**config.mk**
```make
export PLATFORM = sky130hd
export DESIGN_NAME = frg_bank
export DESIGN_NICKNAME = d
export VERILOG_FILES = /design/src/rtl/frg_pkg.sv /design/src/rtl/frg_src_mux.sv /design/src/rtl/frg_cfg_reg.sv /design/src/rtl/frg_accum.sv /design/src/rtl/frg_channel.sv /design/src/rtl/frg_bank.sv
export SDC_FILE = /design/constraint.sdc
export NUM_CORES = 1
export LEC_CHECK = 0
export ABC_CLOCK_PERIOD_IN_PS = 4150
export BUFFER_PORTS_ARGS = -buffer_cell sky130_fd_sc_hd__buf_2
export CORE_AREA = 2 2 120 209
export CTS_CLUSTER_SIZE = 8
export DETAILED_ROUTE_END_ITERATION = 10
export DIE_AREA = 0 0 122 211
export GPL_ROUTABILITY_DRIVEN = 0
export PLACE_DENSITY_LB_ADDON = 0.05
export SETUP_SLACK_MARGIN = 0.5
export SLEW_MARGIN = 20
export SYNTH_ARGS = -nofsm -noshare
export SYNTH_HDL_FRONTEND = slang
export SYNTH_SLANG_ARGS = --single-unit
```
**constraint.sdc**
```tcl
create_clock -name clk -period 4.15 [get_ports clk]
set_input_delay 0.6225 -clock clk [delete_from_list [all_inputs] [get_ports clk]]
set_output_delay 0.6225 -clock clk [all_outputs]
set_load 0.03 [all_outputs]
```
**src/rtl/frg_pkg.sv**
```systemverilog
package frg_pkg;

  // number of tick sources feeding each channel
  localparam int FRG_NUM_SRC = 3;
  localparam int FRG_SRC_W   = 2;

  typedef enum logic [FRG_SRC_W-1:0] {
    FRG_SRC_F48  = 2'd0,
    FRG_SRC_F44  = 2'd1,
    FRG_SRC_RX   = 2'd2,
    FRG_SRC_NONE = 2'd3
  } frg_src_e;

endpackage

```
**src/rtl/frg_src_mux.sv**
```systemverilog
module frg_src_mux
  import frg_pkg::*;
#(
  parameter int NUM_SRC = FRG_NUM_SRC,
  parameter int SRC_W   = FRG_SRC_W
) (
  input  logic [SRC_W-1:0]   sel_i,
  input  logic [NUM_SRC-1:0] ticks_i,
  output logic               tick_o
);

  // codes at or above NUM_SRC match nothing, so the channel sees no tick
  always_comb begin
    tick_o = 1'b0;
    for (int k = 0; k < NUM_SRC; k++) begin
      if (sel_i == SRC_W'(k)) tick_o = ticks_i[k];
    end
  end

endmodule

```
**src/rtl/frg_cfg_reg.sv**
```systemverilog
module frg_cfg_reg
  import frg_pkg::*;
#(
  parameter int ACC_W = 16,
  parameter int SRC_W = FRG_SRC_W
) (
  input  logic             clk,
  input  logic             rst_n,
  input  logic             we_i,
  input  logic [SRC_W-1:0] src_i,
  input  logic [ACC_W-1:0] inc_i,
  input  logic [ACC_W-1:0] modctl_i,
  output logic [SRC_W-1:0] src_o,
  output logic [ACC_W-1:0] inc_o,
  output logic [ACC_W-1:0] modctl_o,
  output logic             load_o
);

  always_ff @(posedge clk) begin
    if (!rst_n) begin
      src_o    <= SRC_W'(FRG_SRC_NONE);
      inc_o    <= '0;
      modctl_o <= '0;
    end else if (we_i) begin
      src_o    <= src_i;
      inc_o    <= inc_i;
      modctl_o <= modctl_i;
    end
  end

  // the accumulator clears at the same edge that loads the new settings
  assign load_o = we_i;

endmodule

```
**src/rtl/frg_accum.sv**
```systemverilog
module frg_accum #(
  parameter int ACC_W = 16
) (
  input  logic             clk,
  input  logic             rst_n,
  input  logic             tick_i,
  input  logic             load_i,
  input  logic [ACC_W-1:0] inc_i,
  input  logic [ACC_W-1:0] modctl_i,
  output logic             strobe_o,
  output logic [ACC_W-1:0] acc_o
);

  localparam int SUM_W = ACC_W + 1;
  localparam logic [SUM_W-1:0] ONE = SUM_W'(1);

  function automatic logic [SUM_W-1:0] f_sum(input logic [ACC_W-1:0] a,
                                             input logic [ACC_W-1:0] b);
    return {1'b0, a} + {1'b0, b};
  endfunction

  function automatic logic f_wraps(input logic [SUM_W-1:0] s,
                                   input logic [ACC_W-1:0] mc);
    return s > {1'b0, mc};
  endfunction

  function automatic logic [ACC_W-1:0] f_fold(input logic [SUM_W-1:0] s,
                                              input logic [ACC_W-1:0] mc);
    logic [SUM_W-1:0] diff;
    diff = s - ({1'b0, mc} + ONE);
    return diff[ACC_W-1:0];
  endfunction

  logic [ACC_W-1:0] acc_q;
  logic             strobe_q;
  logic [SUM_W-1:0] sum_w;
  logic             wrap_w;
  logic             step_w;

  assign sum_w  = f_sum(acc_q, inc_i);
  assign wrap_w = f_wraps(sum_w, modctl_i);
  assign step_w = tick_i && !load_i;

  always_ff @(posedge clk) begin
    if (!rst_n) begin
      acc_q    <= '0;
      strobe_q <= 1'b0;
    end else if (load_i) begin
      acc_q    <= '0;
      strobe_q <= 1'b0;
    end else if (step_w) begin
      acc_q    <= wrap_w ? f_fold(sum_w, modctl_i) : sum_w[ACC_W-1:0];
      strobe_q <= wrap_w;
    end else begin
      strobe_q <= 1'b0;
    end
  end

  assign strobe_o = strobe_q;
  assign acc_o    = acc_q;

  // accumulated phase always stays below the modulus
  p_acc_in_range_r5: assert property (@(posedge clk) disable iff (!rst_n)
    acc_q <= modctl_i);

  // input condition: the increment never exceeds the modulus
  p_inc_legal_r9: assert property (@(posedge clk) disable iff (!rst_n)
    {1'b0, inc_i} <= ({1'b0, modctl_i} + ONE));

  // a write leaves a cleared accumulator and a quiet strobe
  p_clear_on_load_r7: assert property (@(posedge clk) disable iff (!rst_n)
    load_i |=> (acc_q == '0) && !strobe_q);

  // a strobe needs an accepted tick with a non-zero increment one cycle earlier
  p_strobe_cause_r4: assert property (@(posedge clk) disable iff (!rst_n)
    strobe_q |-> $past(tick_i) && !$past(load_i) && ($past(inc_i) != '0));

endmodule

```
**src/rtl/frg_channel.sv**
```systemverilog
module frg_channel
  import frg_pkg::*;
#(
  parameter int ACC_W   = 16,
  parameter int SRC_W   = FRG_SRC_W,
  parameter int NUM_SRC = FRG_NUM_SRC
) (
  input  logic               clk,
  input  logic               rst_n,
  input  logic [NUM_SRC-1:0] ticks_i,
  input  logic               we_i,
  input  logic [SRC_W-1:0]   src_i,
  input  logic [ACC_W-1:0]   inc_i,
  input  logic [ACC_W-1:0]   modctl_i,
  output logic               strobe_o
);

  logic [SRC_W-1:0] src_q;
  logic [ACC_W-1:0] inc_q;
  logic [ACC_W-1:0] modctl_q;
  logic             load_w;
  logic             tick_sel_w;
  logic [ACC_W-1:0] acc_w;

  frg_cfg_reg #(.ACC_W(ACC_W), .SRC_W(SRC_W)) cfg_i (
    .clk      (clk),
    .rst_n    (rst_n),
    .we_i     (we_i),
    .src_i    (src_i),
    .inc_i    (inc_i),
    .modctl_i (modctl_i),
    .src_o    (src_q),
    .inc_o    (inc_q),
    .modctl_o (modctl_q),
    .load_o   (load_w)
  );

  frg_src_mux #(.NUM_SRC(NUM_SRC), .SRC_W(SRC_W)) mux_i (
    .sel_i   (src_q),
    .ticks_i (ticks_i),
    .tick_o  (tick_sel_w)
  );

  frg_accum #(.ACC_W(ACC_W)) acc_i (
    .clk      (clk),
    .rst_n    (rst_n),
    .tick_i   (tick_sel_w),
    .load_i   (load_w),
    .inc_i    (inc_q),
    .modctl_i (modctl_q),
    .strobe_o (strobe_o),
    .acc_o    (acc_w)
  );

  // with no source selected the channel stays silent
  p_none_silent_r3: assert property (@(posedge clk) disable iff (!rst_n)
    (src_q == SRC_W'(FRG_SRC_NONE)) && $stable(src_q) |-> !strobe_o);

endmodule

```
**src/rtl/frg_bank.sv**
```systemverilog
module frg_bank
  import frg_pkg::*;
#(
  parameter int NUM_GEN = 3,
  parameter int ACC_W   = 16
) (
  input  logic               clk,
  input  logic               rst_n,
  input  logic               tick_f48_i,
  input  logic               tick_f44_i,
  input  logic               tick_rx_i,
  input  logic [NUM_GEN-1:0] cfg_we_i,
  input  logic [1:0]         cfg_src_i,
  input  logic [ACC_W-1:0]   cfg_inc_i,
  input  logic [ACC_W-1:0]   cfg_modctl_i,
  output logic [NUM_GEN-1:0] strobe_o
);

  logic [FRG_NUM_SRC-1:0] ticks_w;

  // bit position equals source code
  assign ticks_w = {tick_rx_i, tick_f44_i, tick_f48_i};

  for (genvar g = 0; g < NUM_GEN; g++) begin : g_chan
    frg_channel #(
      .ACC_W   (ACC_W),
      .SRC_W   (FRG_SRC_W),
      .NUM_SRC (FRG_NUM_SRC)
    ) chan_i (
      .clk      (clk),
      .rst_n    (rst_n),
      .ticks_i  (ticks_w),
      .we_i     (cfg_we_i[g]),
      .src_i    (cfg_src_i),
      .inc_i    (cfg_inc_i),
      .modctl_i (cfg_modctl_i),
      .strobe_o (strobe_o[g])
    );
  end

endmodule

```
==> reports/metrics.cfg <==
[sta]
setup_viol = 0
rsz0062_at_grt = true
max_slew.worst_pin.slew_ns = 0.8259
finalCritPeriodShare_pct = 96.44
max_clock_freq_mhz = 249.9
slew_headroom_pct = 44.94
fin_skew_ns = 0.008000
hold_violations = 0
setup_ws_ns = 0.1477
report.final.slew_viol_count = 0
min_period_ns = 4.002

[logic_synthesis]
yosys_warnings = 0
synth_seq_cells = 153
synth_ff_type = dfxtp_1
synthCells = 1282
yosys.area.top_type_share_pct = 28.80
synth_top_cell_by_area = dfxtp_1
synth_fp_nets = 1429
netlist_area_um2 = 10640
ys_top_cells_by_area = dfxtp_1, mux2i_1, ha_1, nor2_1, a21oi_1
synth_edf_count = 0
synth_cell_types = 69
yosysSeqAreaShare_pct = 28.80
avgSynthCellArea_um2 = 8.297
synthArstFlopShare_pct = 0

[critical_path]
path_class = reg2reg
critical_path_required_ns = 4.53
critPathLaunchType = flip-flop
crit_fanout = 6
critPathArrivalTime_ns = 4.38
endpoint_kind = flip-flop

[grt]
globalRouteMet2Util_pct = 46.85
grtUsageMet3_pct = 3.645
grt_max_degree = 69
track_usage_pct = 25.83
grt_util_met1_pct = 28.89
grt_overflow = 0
antenna_found_initial = 0
grt_pass1_wl_um = 50690
grt_pass1_vias = 9603
grt_most_used_layer = met2

[clock_tree]
h-tree-depth = 4
cts_made_buffers = 17
cts_buffer_depth = 2
clk_pin_slew_worst_paths_ns = 0.06
ctsHoldBuffers = 0
cts_sinks = 153
cts_tree = yes
clock_latency_ns = 0.45
cts_root_buffer = clkbuf_16

[routing]
wirelength_um = 32620
vias = 9602
avgViaCountPerCell = 5.528
drt_pass1_iterations = 5
drt-initial-drc-count = 479
drc = 0
wl_per_cell_um = 18.78
ant_nets = 0

[floorplanning]
die_w_um = 122
core_um2 = 23930
dieArea_um2 = 25740
die_h_um = 211
io_pins = 45
rows = 75
start_util_pct = 44.45

[final_layout]
drive_gt1_share_pct = 23.44
fill_cells = 2247
nets = 1563
multi_input_area_um2 = 7690
final-seq-area_um2 = 3078
post-route-util_pct = 56.31
area_delta_synth_final_pct = 26.68
n_antenna_cell = 0

[placed_design]
dpl_worst_slack_ns = 0.01134
port_buffers = 44
hpwl_um = 24820

[power_and_ir_drop]
clkPwrFrac_pct = 34.6
seqPwrFrac_pct = 29.3
swShare_pct = 32.30
internal_power_mw = 3.683
ir_worst_vdd_v = 0.0002974
power_frac_comb_pct = 36.2
p_per_area_nw_per_um2 = 403.7
power.switching_mw = 1.757
p_leak_nw = 6.127

[run_status]
status = finished, final reports clean

[flow_run]
maxCapViolations = 0

[worst_hold_path]
hold_class = in2reg

## power by group through the flow
stage,Clock [mW],Combinational [mW],Sequential (mW)
2_1_floorplan,0,1.14,1.60
6_report,1.88,1.97,1.59
5_1_grt,1.97,2.14,1.60
3_3_place_gp,0,1.60,1.62
4_1_cts,1.91,1.81,1.59
3_5_place_dp,0,1.60,1.62
## critical path, cell delays in order, from the launching register on
cell	delay [ns]
dfxtp_2	0.33
ha_4	0.16
fa_2	0.33
a211o_1	0.32
o211ai_2	0.10
a211oi_2	0.12
and3b_2	0.27
nor3_4	0.06
xor2_1	0.17
ha_1	0.35
nand4_1	0.22
nor3_4	0.29
a21oi_1	0.09
nor2_1	0.12
a21oi_2	0.06
a311oi_4	0.29
buf_6	0.20
mux2_4	0.31
a21oi_2	0.13
## timing repair
action	in CTS	in global routing
pin swaps	70	36
setup endpoints to repair	51	51
gates cloned	1	1
resized for setup	82	71
setup buffers	32	16
## per-layer routing
layer | vias to the layer above | wire [um]
met5 | - | 0
met3 | 68 | 795
met1 | 4519 | 13190
met2 | 159 | 17140
met4 | 0 | 1487
li1 | 4856 | -
## through the flow
step / total power [mW] / setup TNS (ns) / instance area [um^2] / hold WS, ns / cells
floorplan: 2.747 / 0 / 10820 / 0.4499 / 1282
global placement: 3.216 / 0 / 11760 / 0.4732 / 1655
detailed placement: 3.220 / 0 / 11760 / 0.4809 / 1655
CTS: 5.313 / 0 / 13040 / 0.4093 / 1720
global route: 5.706 / -0.3707 / 13470 / 0.4221 / 1737
finish: 5.440 / 0 / 13470 / 0.4224 / 1737
## path summary, 6_finish.rpt
kind         cells past startpoint                        startpoint                                to  slack, ns
max                             18   g_chan[1].chan_i.acc_i.acc_o[0]   g_chan[1].chan_i.acc_i.acc_o[1]       0.15
min                              2                             rst_n   g_chan[0].chan_i.cfg_i.src_o[1]       0.42
max reg2reg                     18   g_chan[1].chan_i.acc_i.acc_o[0]   g_chan[1].chan_i.acc_i.acc_o[1]       0.15
min reg2reg                      2  g_chan[2].chan_i.acc_i.acc_o[15]  g_chan[2].chan_i.acc_i.acc_o[15]       0.49
## state kept, by name, summed over array words and instances (netlist names)
| name | flops |
|---|---|
| g_chan.chan_i.acc_i.acc_o | 48 |
| g_chan.chan_i.cfg_i.inc_o | 48 |
| g_chan.chan_i.cfg_i.modctl_o | 48 |
| g_chan.chan_i.cfg_i.src_o | 6 |
| g_chan.chan_i.acc_i.strobe_o | 3 |
## cell type report
type / count / share of cell area (%)
multi-input combinational: 992 / 57.07
timing repair buffer: 168 / 9.453
timing repair inverter: 1 / 0.1207
clock buffer: 18 / 3.259
clock inverter: 14 / 1.978
inverter: 83 / 2.414
tap: 308 / 2.860
sequential: 153 / 22.84
## logic make-up (layout without fill, tap and decap cells)
kind of cell	after synthesis	after routing	share of synthesized area, %
multiplexers	136	136	12.82
flip-flops	153	153	28.80
XOR/XNOR	63	63	5.188
buffers and inverters	137	284	5.388
AO/OA/AOI/OAI	320	320	19.30
AND/OR/NAND/NOR	368	368	15.73
adder cells (fa/ha/maj)	105	105	12.78
## cells in the final DEF (no fill, tap or decap), types with 8 or more instances in the layout
master	synthesis	final
o21a_1	14	14
nor3_1	22	20
dfxtp_1	153	143
a31oi_1	24	19
buf_6	4	22
and3_1	12	10
a21oi_2	3	14
o21ai_0	81	69
buf_2	7	44
clkbuf_16	0	17
buf_4	4	98
ha_4	0	11
xor2_1	14	12
o211ai_1	11	11
xnor2_1	49	47
ha_1	99	85
inv_1	81	81
mux2i_1	134	128
nand3_1	20	17
dfxtp_2	0	9
a21oi_1	92	80
nand2_1	73	56
nand2_4	1	9
nand2_2	0	9
o21ai_1	1	8
or3_1	9	9
a21o_1	21	21
nor2_1	173	166
nand4_1	12	12
nand2b_1	12	12
## synthesized netlist by cell type (3+ instances only)
library cell	instances
mux2i_1	134
nand2_1	73
o31ai_1	6
o311ai_0	3
a21oi_1	92
or3_1	9
nor3_1	22
dfxtp_1	153
nand3b_1	3
and2_1	5
nor4_1	6
buf_6	4
inv_1	81
nand3_1	20
ha_1	99
a31oi_1	24
a21o_1	21
a311oi_1	9
nand2b_1	12
buf_4	4
nor2_1	173
buf_1	10
clkbuf_1	29
o21ai_0	81
and3_1	12
xnor2_1	49
a21oi_2	3
and4_1	3
o21bai_1	7
buf_2	7
o211ai_1	11
nor2b_1	8
or2_2	3
o21a_1	14
a221oi_1	3
fa_1	6
a211o_1	5
a211oi_1	11
xor2_1	14
nand4_1	12
Note: power is estimated with default switching activity, not from simulation.
